`src/rtl/vcp_pkg.sv`:
```
package vcp_pkg;
  localparam int DATA_W    = 64;
  localparam int NIB       = 4;
  localparam int FA_W      = 7;
  localparam int IDX_W     = $clog2(DATA_W);
  localparam int VL_W      = IDX_W + 1;
  localparam int NIB_SLOTS = DATA_W / NIB;

  typedef enum logic [1:0] {
    ST_IDLE  = 2'd0,
    ST_RUN   = 2'd1,
    ST_FLUSH = 2'd2
  } vcp_state_e;

  typedef struct packed {
    logic [FA_W-1:0]  base;
    logic             src_vec;
    logic [1:0]       ew;
    logic             wide;
    logic             dst_vec;
    logic [IDX_W-1:0] last;
    logic             over;
  } vcp_cfg_t;
endpackage

```
`src/rtl/vcp_rst_sync.sv`:
```
module vcp_rst_sync #(
  parameter int STAGES = 2
) (
  input  logic clk,
  input  logic rst_n_i,
  output logic rst_n_o
);
  logic [STAGES-1:0] sync_q;

  always_ff @(posedge clk or negedge rst_n_i) begin
    if (!rst_n_i) sync_q <= '0;
    else          sync_q <= {sync_q[STAGES-2:0], 1'b1};
  end

  assign rst_n_o = sync_q[STAGES-1];
endmodule

```
`src/rtl/vcp_ctrl.sv`:
```
module vcp_ctrl
  import vcp_pkg::*;
(
  input  logic             clk,
  input  logic             rst_n,
  input  logic             start_i,
  input  logic [VL_W-1:0]  vl_i,
  input  logic [FA_W-1:0]  base_i,
  input  logic             src_vec_i,
  input  logic [1:0]       ew_i,
  input  logic             wide_i,
  input  logic             dst_vec_i,
  output logic [FA_W-1:0]  base_o,
  output logic             src_vec_o,
  output logic [1:0]       ew_o,
  output logic             wide_o,
  output logic             dst_vec_o,
  output logic [IDX_W-1:0] idx_o,
  output logic             run_o,
  output logic             last_o,
  output logic             busy_o,
  output logic             done_o,
  output logic             over_o
);
  localparam logic [VL_W-1:0] VL_MAX  = VL_W'(DATA_W);
  localparam logic [VL_W-1:0] NIB_CAP = VL_W'(NIB_SLOTS);

  vcp_state_e       st_q, st_d;
  vcp_cfg_t         cfg_q, cfg_d;
  logic             cfg_en;
  logic [IDX_W-1:0] idx_q, idx_d;
  logic             done_q, done_d;
  logic             over_q, over_d;
  logic [VL_W-1:0]  vl_clip, vl_eff, vl_m1;
  logic             cap_hit, accept;

  always_comb begin
    vl_clip = (vl_i > VL_MAX) ? VL_MAX : vl_i;
    cap_hit = !dst_vec_i && wide_i && (vl_clip > NIB_CAP);
    vl_eff  = cap_hit ? NIB_CAP : vl_clip;
    vl_m1   = vl_eff - VL_W'(1);
    accept  = start_i && (st_q == ST_IDLE);

    cfg_d.base    = base_i;
    cfg_d.src_vec = src_vec_i;
    cfg_d.ew      = ew_i;
    cfg_d.wide    = wide_i;
    cfg_d.dst_vec = dst_vec_i;
    cfg_d.last    = vl_m1[IDX_W-1:0];
    cfg_d.over    = cap_hit;
  end

  always_comb begin
    st_d   = st_q;
    idx_d  = idx_q;
    cfg_en = 1'b0;
    done_d = 1'b0;
    over_d = 1'b0;
    case (st_q)
      ST_IDLE: begin
        if (accept) begin
          if (vl_eff == '0) begin
            done_d = 1'b1;
          end else begin
            st_d   = ST_RUN;
            idx_d  = '0;
            cfg_en = 1'b1;
          end
        end
      end
      ST_RUN: begin
        idx_d = idx_q + IDX_W'(1);
        if (idx_q == cfg_q.last) st_d = ST_FLUSH;
      end
      ST_FLUSH: begin
        st_d   = ST_IDLE;
        done_d = 1'b1;
        over_d = cfg_q.over;
      end
      default: st_d = ST_IDLE;
    endcase
  end

  always_ff @(posedge clk or negedge rst_n) begin
    if (!rst_n) begin
      st_q   <= ST_IDLE;
      idx_q  <= '0;
      done_q <= 1'b0;
      over_q <= 1'b0;
    end else begin
      st_q   <= st_d;
      idx_q  <= idx_d;
      done_q <= done_d;
      over_q <= over_d;
    end
  end

  always_ff @(posedge clk or negedge rst_n) begin
    if (!rst_n)      cfg_q <= '0;
    else if (cfg_en) cfg_q <= cfg_d;
  end

  assign base_o    = cfg_q.base;
  assign src_vec_o = cfg_q.src_vec;
  assign ew_o      = cfg_q.ew;
  assign wide_o    = cfg_q.wide;
  assign dst_vec_o = cfg_q.dst_vec;
  assign idx_o     = idx_q;
  assign run_o     = (st_q == ST_RUN);
  assign last_o    = (idx_q == cfg_q.last);
  assign busy_o    = (st_q != ST_IDLE);
  assign done_o    = done_q;
  assign over_o    = over_q;
endmodule

```
`src/rtl/vcp_slot.sv`:
```
module vcp_slot
  import vcp_pkg::*;
(
  input  logic [IDX_W-1:0] idx_i,
  input  logic [1:0]       ew_i,
  input  logic             dst_vec_i,
  output logic [IDX_W-1:0] slot_o,
  output logic [IDX_W-1:0] off_o,
  output logic             full_o
);
  logic [IDX_W-1:0] kmask;

  always_comb begin
    kmask = (IDX_W'(1) << ew_i) - IDX_W'(1);
    if (dst_vec_i) begin
      slot_o = idx_i & kmask;
      off_o  = idx_i >> ew_i;
      full_o = ((idx_i & kmask) == kmask);
    end else begin
      slot_o = idx_i;
      off_o  = '0;
      full_o = 1'b0;
    end
  end
endmodule

```
`src/rtl/vcp_place.sv`:
```
module vcp_place
  import vcp_pkg::*;
(
  input  logic [IDX_W-1:0]  slot_i,
  input  logic              wide_i,
  input  logic [NIB-1:0]    res_i,
  output logic [DATA_W-1:0] placed_o
);
  for (genvar b = 0; b < DATA_W; b++) begin : g_bit
    localparam logic [IDX_W-1:0] NSLOT = IDX_W'(b / NIB);
    localparam logic [IDX_W-1:0] BSLOT = IDX_W'(b);
    assign placed_o[b] = wide_i ? ((slot_i == NSLOT) & res_i[b % NIB])
                                : ((slot_i == BSLOT) & res_i[0]);
  end
endmodule

```
`src/rtl/vec_cond_packer.sv`:
```
module vec_cond_packer
  import vcp_pkg::*;
(
  input  logic              clk,
  input  logic              rst_n,
  input  logic              start_i,
  input  logic [VL_W-1:0]   vl_i,
  input  logic [FA_W-1:0]   src_base_i,
  input  logic              src_vec_i,
  input  logic [1:0]        src_ew_i,
  input  logic              res_wide_i,
  input  logic              dst_vec_i,
  output logic              fld_req_o,
  output logic [FA_W-1:0]   fld_addr_o,
  input  logic [NIB-1:0]    fld_res_i,
  output logic              wr_en_o,
  output logic [IDX_W-1:0]  wr_off_o,
  output logic [DATA_W-1:0] wr_data_o,
  output logic              busy_o,
  output logic              done_o,
  output logic              vl_over_o
);
  logic              rst_sn;
  logic [FA_W-1:0]   c_base;
  logic              c_src_vec, c_wide, c_dst_vec;
  logic [1:0]        c_ew;
  logic [IDX_W-1:0]  idx, slot, off;
  logic              run, last, full, flush;
  logic [DATA_W-1:0] placed, merged;
  logic [DATA_W-1:0] acc_q, acc_d;
  logic              wr_en_q, wr_en_d;
  logic [IDX_W-1:0]  wr_off_q, wr_off_d;
  logic [DATA_W-1:0] wr_data_q, wr_data_d;

  vcp_rst_sync #(.STAGES(2)) u_rst (
    .clk     (clk),
    .rst_n_i (rst_n),
    .rst_n_o (rst_sn)
  );

  vcp_ctrl u_ctrl (
    .clk       (clk),
    .rst_n     (rst_sn),
    .start_i   (start_i),
    .vl_i      (vl_i),
    .base_i    (src_base_i),
    .src_vec_i (src_vec_i),
    .ew_i      (src_ew_i),
    .wide_i    (res_wide_i),
    .dst_vec_i (dst_vec_i),
    .base_o    (c_base),
    .src_vec_o (c_src_vec),
    .ew_o      (c_ew),
    .wide_o    (c_wide),
    .dst_vec_o (c_dst_vec),
    .idx_o     (idx),
    .run_o     (run),
    .last_o    (last),
    .busy_o    (busy_o),
    .done_o    (done_o),
    .over_o    (vl_over_o)
  );

  vcp_slot u_slot (
    .idx_i     (idx),
    .ew_i      (c_ew),
    .dst_vec_i (c_dst_vec),
    .slot_o    (slot),
    .off_o     (off),
    .full_o    (full)
  );

  vcp_place u_place (
    .slot_i   (slot),
    .wide_i   (c_wide),
    .res_i    (fld_res_i),
    .placed_o (placed)
  );

  assign fld_req_o  = run;
  assign fld_addr_o = c_base + (c_src_vec ? FA_W'(idx) : FA_W'(0));

  always_comb begin
    merged    = acc_q | placed;
    flush     = run && (full || last);
    acc_d     = acc_q;
    wr_en_d   = 1'b0;
    wr_off_d  = wr_off_q;
    wr_data_d = wr_data_q;
    if (run) begin
      if (flush) begin
        acc_d     = '0;
        wr_en_d   = 1'b1;
        wr_off_d  = off;
        wr_data_d = merged;
      end else begin
        acc_d = merged;
      end
    end
  end

  always_ff @(posedge clk or negedge rst_sn) begin
    if (!rst_sn) begin
      acc_q   <= '0;
      wr_en_q <= 1'b0;
    end else begin
      if (run) acc_q <= acc_d;
      wr_en_q <= wr_en_d;
    end
  end

  always_ff @(posedge clk or negedge rst_sn) begin
    if (!rst_sn) begin
      wr_off_q  <= '0;
      wr_data_q <= '0;
    end else if (flush) begin
      wr_off_q  <= wr_off_d;
      wr_data_q <= wr_data_d;
    end
  end

  assign wr_en_o   = wr_en_q;
  assign wr_off_o  = wr_off_q;
  assign wr_data_o = wr_data_q;
endmodule

```
`config.mk`:
```
export PLATFORM = sky130hd
export DESIGN_NAME = vec_cond_packer
export DESIGN_NICKNAME = d
export VERILOG_FILES = /design/src/rtl/vcp_pkg.sv /design/src/rtl/vcp_rst_sync.sv /design/src/rtl/vcp_ctrl.sv /design/src/rtl/vcp_slot.sv /design/src/rtl/vcp_place.sv /design/src/rtl/vec_cond_packer.sv
export SDC_FILE = /design/constraint.sdc
export NUM_CORES = 1
export LEC_CHECK = 0
export CAP_MARGIN = 25
export CORE_MARGIN = 3
export CORE_UTILIZATION = 40
export CTS_CLUSTER_SIZE = 16
export DETAILED_ROUTE_END_ITERATION = 8
export SETUP_SLACK_MARGIN = 0.15
export SLEW_MARGIN = 20
export SYNTH_ARGS = -nofsm -noshare
export SYNTH_HDL_FRONTEND = slang
export SYNTH_SLANG_ARGS = --single-unit
export TNS_END_PERCENT = 5
```
`constraint.sdc`:
```
create_clock -name clk -period 10.8 [get_ports clk]
set_input_delay 1.08 -clock clk [delete_from_list [all_inputs] [get_ports clk]]
set_output_delay 1.08 -clock clk [all_outputs]
set_load 0.02 [all_outputs]
```
Yosys cells after proc, flatten, opt, wreduce, memory -nomap -nowiden
Cells that the tools add are included.
- add/sub/neg operators: 4
- magnitude comparators: 2
- eq/ne operators: 70
- shifts and indexed selects: 2
- muxes and demuxes: 86
- bitwise gates (word level): 114
- reduce and logical (&&, ||, !) cells: 14
- operators by type and width (operator ; count):
    $eq 6x6->1 const B ; 32
    $and 1x1->1 ; 112
    $eq 6x5->1 const B ; 16
    $mux 1 ; 72
    $mux 64 ; 1
    $or 64x64->64 ; 1
    $eq 6x4->1 const B ; 8
    $mux 6 ; 5
    $eq 6x3->1 const B ; 4
    $mux 7 ; 2
    $eq 6x2->1 const B ; 2
    $eq 6x6->1 ; 2
    $pmux 6 s2 ; 1
    $add 7x6->7 ; 1
    $gt 7x5->1 const B ; 1
    $gt 7x7->1 const B ; 1
    $logic_not 7->1 ; 1
    $add 6x1->6 const B ; 1
    $and 6x6->6 ; 1
    $eq 6x1->1 const B ; 1
    $logic_not 6->1 ; 1
    $mux 2 ; 3
    $reduce_and 3->1 ; 2
    $shl 1x2->6 const A ; 1
    15 further kinds ; 20
- bits in registers: 166
- output and inout bits: 82

Logic depth before layout (Yosys ltp)
- depth in word-level cells: 9
- depth in mapped cells: 10

Hierarchy
Synthesis repeated with hierarchy kept, for this count alone.
- cell total of the unflattened synthesis: 967
- area, all modules: 8404.3 um^2
- by module, submodules not included (module ; instances ; cells an instance ; area an instance (um^2) ; seq. area each (um^2)):
    vec_cond_packer ; 1 ; 549 ; 5276.3 ; 3378.2
    vcp_ctrl ; 1 ; 167 ; 1576.5 ; 725.7
    vcp_place ; 1 ; 215 ; 1263.7 ; 0.0
    vcp_slot ; 1 ; 33 ; 234.0 ; 0.0
    vcp_rst_sync ; 1 ; 3 ; 53.8 ; 50.0

Worst setup path after synthesis
OpenSTA, ideal clock, no wires.
- path type: flip-flop to output port
- start point: reg u_ctrl.idx_q[2] (netlist: u_ctrl.idx_o[2])
- end point: out fld_addr_o[6]
- data arrival time: 2282 ps
- required time: 9720 ps
- setup slack: 7438 ps
- stages on the path, launching flop included: 10
- path buffers: 2
- cell sequence: dfrtp_1 buf_4 clkbuf_1 and2_1 ha_1 nor2b_1 o21ai_0 a21boi_0 or4b_1 nand3_1
- word-level cells in the longest chain between the ends: 2
- RTL lines (item ; RTL line ; RTL):
    start, declared ; vcp_ctrl.sv:31 ; logic [IDX_W-1:0] idx_q, idx_d;
    start signal, assigned ; vcp_ctrl.sv:92 ; idx_q <= idx_d;
    $mux 6 ; vec_cond_packer.sv:81 ; assign fld_addr_o = c_base + (c_src_vec ? FA_W'(idx) : FA_W'(0));
    $add 7x6->7 ; vec_cond_packer.sv:81 ;
    end, declared ; vec_cond_packer.sv:14 ; output logic [FA_W-1:0] fld_addr_o,
No other way between the ends.

Worst setup path after layout
- start point: reg u_ctrl.idx_q[0] (netlist: u_ctrl.idx_o[0])
- end point: out fld_addr_o[6]
The elaborated chain is that of the path after synthesis.

==> impl_metrics.toml <==
[run_status]
status = "complete, no violations"

[power_and_ir_drop]
vdd_drop_max_mv = 0.144
p_per_area_nw_per_um2 = 305
cellLeakagePower_nw = 4.23
p_total_mw = 3.04

[timing]
hold_viol_final = 0
slew_headroom_pct = 33.2
setup_tns_ns = 0
max_freq_ghz = 0.222
period_needed_ns = 4.51
rsz0062_at_grt = "false"
min_period_over_period_pct = 41.7
finClkSkew_ns = 0.00742
setup_viol = 0
worstMarginPinSlew_ns = 0.994
drv_slew = 0

[logic_synthesis]
synth_area_per_cell_um2 = 10.3
synth_cells = 793
ys_types = 81
async_flop_share_pct = 100
synth_warnings = 0
ys_seq_area_share_pct = 50.7
netlist_area_um2 = 8200
syn-num-nets = 828
synth_edf_count = 0
ys_ff_latch = 166
synth_ff_type = "dfrtp_1"

[worst_setup_path]
criticalPathCategory = "flip-flop to output port"
required_ns = 9.72
worstReg2RegEnd = "acc_q[9]"
r2r-start = "u_ctrl.st_q[1]"
worst_ep_arrival_time_ns = 3.43
rr_worst_depth = 8
cp-end-kind = "output port"
critPathMaxFanout = 16
start_kind = "flip-flop"
reg2reg_slack_ns = 7.19

[layout]
antenna_cells = 0
final_cell_mix = "dfrtp_1 (165), clkdlybuf4s50_1 (107), nand2_1 (58)"
fillers = 1793
drive_gt1_share_pct = 9.56
final_common_cell = "dfrtp_1"
nets = 902
seq_area_um2 = 4160
area_growth_pct = 21.6
multi_input_area_um2 = 3660

[cts]
cts_setup_buffers = 0
htreeDepth = 4
root_buffer = "clkbuf_16"
clk_latency_ns = 0.42
clock_path_buffers = 2
cts_tree = "yes"
clk_pin_slew_ns = 0.06
cts_sinks = 166
cts_buffers = 17
post_cts_resize_count = 0
cts_hold_buf = 0

[floorplan]
initial_core_util_pct = 41.4
die_area_um2 = 22200
rows = 51
die_h_um = 149
coreArea_um2 = 19800
boundaryPins = 108
die_x_um = 149

[placed_design]
hpwl_um = 15400
port_buffers = 107
gp_congestion = 0.905

[global_route]
grt_pass1_vias = 6543
grt_pass1_wl_um = 36300
antenna_found_initial = 0
grt_usage_pct = 20.8
grt_overflow = 0
grt_max_degree = 85

[routing]
viasPerCell = 5.79
first_pass_iters = 6
drc = 0
drt_iter0_markers = 552
ant_nets = 0
wl_per_cell_um = 19.9
vias = 6621
routed_wirelength_um = 22800

[worst_hold_path]
hp-class = "flip-flop to asynchronous set/reset pin"

[flow_run]
drv_cap = 0
[logic make-up (layout without fill, tap and decap cells)]
family                   Yosys count  in the layout  synth area share [%]
AO/OA/AOI/OAI                    278            278                  23.1
multiplexers                      41             41                  5.69
adder cells (fa/ha/maj)            9              9                  1.47
XOR/XNOR                          10             10                  1.16
buffers and inverters             84            170                  4.82
AND/OR/NAND/NOR                  204            204                  13.1
flip-flops                       166            166                  50.7
other                              1              1                0.0457
[flip-flops by register name, indices dropped and copies added, names as in the netlist]
| name | flops |
|---|---|
| wr_en_o | 1 |
| u_ctrl.wide_o | 1 |
| u_ctrl.done_o | 1 |
| wr_data_o | 64 |
| u_ctrl.dst_vec_o | 1 |
| u_ctrl.idx_o | 6 |
| u_ctrl.ew_o | 2 |
| u_ctrl.over_o | 1 |
| acc_q | 64 |
| u_rst.sync_q | 2 |
| u_ctrl.src_vec_o | 1 |
| wr_off_o | 6 |
| u_ctrl.st_q | 2 |
| u_ctrl.cfg_q | 7 |
| u_ctrl.base_o | 7 |
[synthesized netlist by cell type (3+ instances only)]
master | count | area share, %
a21boi_1 | 20 | 1.8
a21o_1 | 11 | 1.0
a21oi_1 | 54 | 3.3
a221o_1 | 16 | 2.0
a221oi_1 | 3 | 0.32
a22oi_1 | 20 | 1.8
a2bb2oi_1 | 21 | 2.2
a31oi_1 | 11 | 0.84
a32o_1 | 5 | 0.61
a32oi_1 | 3 | 0.32
and2_1 | 13 | 0.99
buf_1 | 5 | 0.23
buf_2 | 21 | 1.3
buf_4 | 6 | 0.55
buf_6 | 4 | 0.55
clkbuf_1 | 27 | 1.2
dfrtp_1 | 166 | 51
ha_1 | 8 | 1.2
inv_1 | 18 | 0.82
mux2_1 | 20 | 2.7
mux2_2 | 15 | 2.1
mux2i_1 | 5 | 0.61
nand2_1 | 58 | 2.7
nand2b_1 | 7 | 0.53
nand3_1 | 10 | 0.61
nand4_1 | 4 | 0.31
nor2_1 | 39 | 1.8
nor2_2 | 3 | 0.23
nor2b_1 | 5 | 0.38
nor3_1 | 32 | 2.0
nor4_1 | 5 | 0.38
o211ai_1 | 3 | 0.27
o21ai_0 | 38 | 2.3
o21ai_1 | 30 | 1.8
o21bai_1 | 3 | 0.27
o22a_1 | 6 | 0.64
o22ai_1 | 7 | 0.53
o2bb2ai_1 | 4 | 0.43
o31ai_1 | 4 | 0.37
o32ai_1 | 3 | 0.32
xnor2_1 | 8 | 0.85
[area by class of cell]
type                    count  share of cell area (%)
clock inverters            11                    1.02
multi-input cells         543                    36.7
well taps                 265                    3.33
flip-flops and latches    166                    41.7
repair buffers            118                    11.9
inverters                  21                   0.804
clock buffers              20                    4.58
[stage by stage]
step	hold WS, ns	instances	worst slack [ns]	utilization (%)	instance area (µm²)
finish	0.265	1144	6.29	50.4	9970
global route	0.297	1144	6.08	50.4	9970
CTS	0.350	1141	6.28	50.1	9910
detailed placement	0.336	1110	6.77	47.3	9350
global placement	0.335	1110	6.87	47.3	9350
floorplan	0.331	793	5.83	-	8200
[routing by layer]
layer | track usage [%] | up-vias | share of wire, %
met3 | 4.19 | 38 | 6.3
met5 | 0 | - | 0
met4 | 7.14 | 0 | 2.1
li1 | - | 3064 | -
met2 | 32.2 | 232 | 47
met1 | 29.3 | 3287 | 45
[worst max-delay path, cell delays in order, from the launching register on]
cell,delay (ns)
dfrtp_1,0.71
and2_1,0.22
ha_1,0.18
inv_1,0.06
fa_1,0.40
nor2b_1,0.16
o21ai_0,0.12
a21boi_0,0.33
o21ai_0,0.15
nand3_1,0.08
clkdlybuf4s50_1,0.60
[where the power goes]
group / switching [mW] / internal, mW / leakage [nW]
Combinational: 0.885 / 0.583 / 1.81
Sequential: 0.173 / 0.815 / 2.15
Clock: 0.250 / 0.329 / 0.265
Total: 1.31 / 1.73 / 4.22
[worst max-delay path by stage]
stage | startpoint | end | slack [ns] | cells after the start
2_1_floorplan | u_rst.sync_q[1] | acc_q[0] | 5.83 | 0
3_3_place_gp | u_ctrl.idx_o[2] | fld_addr_o[6] | 6.87 | 8
3_5_place_dp | vl_i[4] | u_ctrl.base_o[4] | 6.77 | 8
4_1_cts | u_ctrl.idx_o[2] | fld_addr_o[6] | 6.28 | 8
5_1_grt | u_ctrl.idx_o[0] | fld_addr_o[6] | 6.08 | 10
6_report | u_ctrl.idx_o[0] | fld_addr_o[6] | 6.29 | 10
No activity file was read; power rests on OpenSTA's default activity.
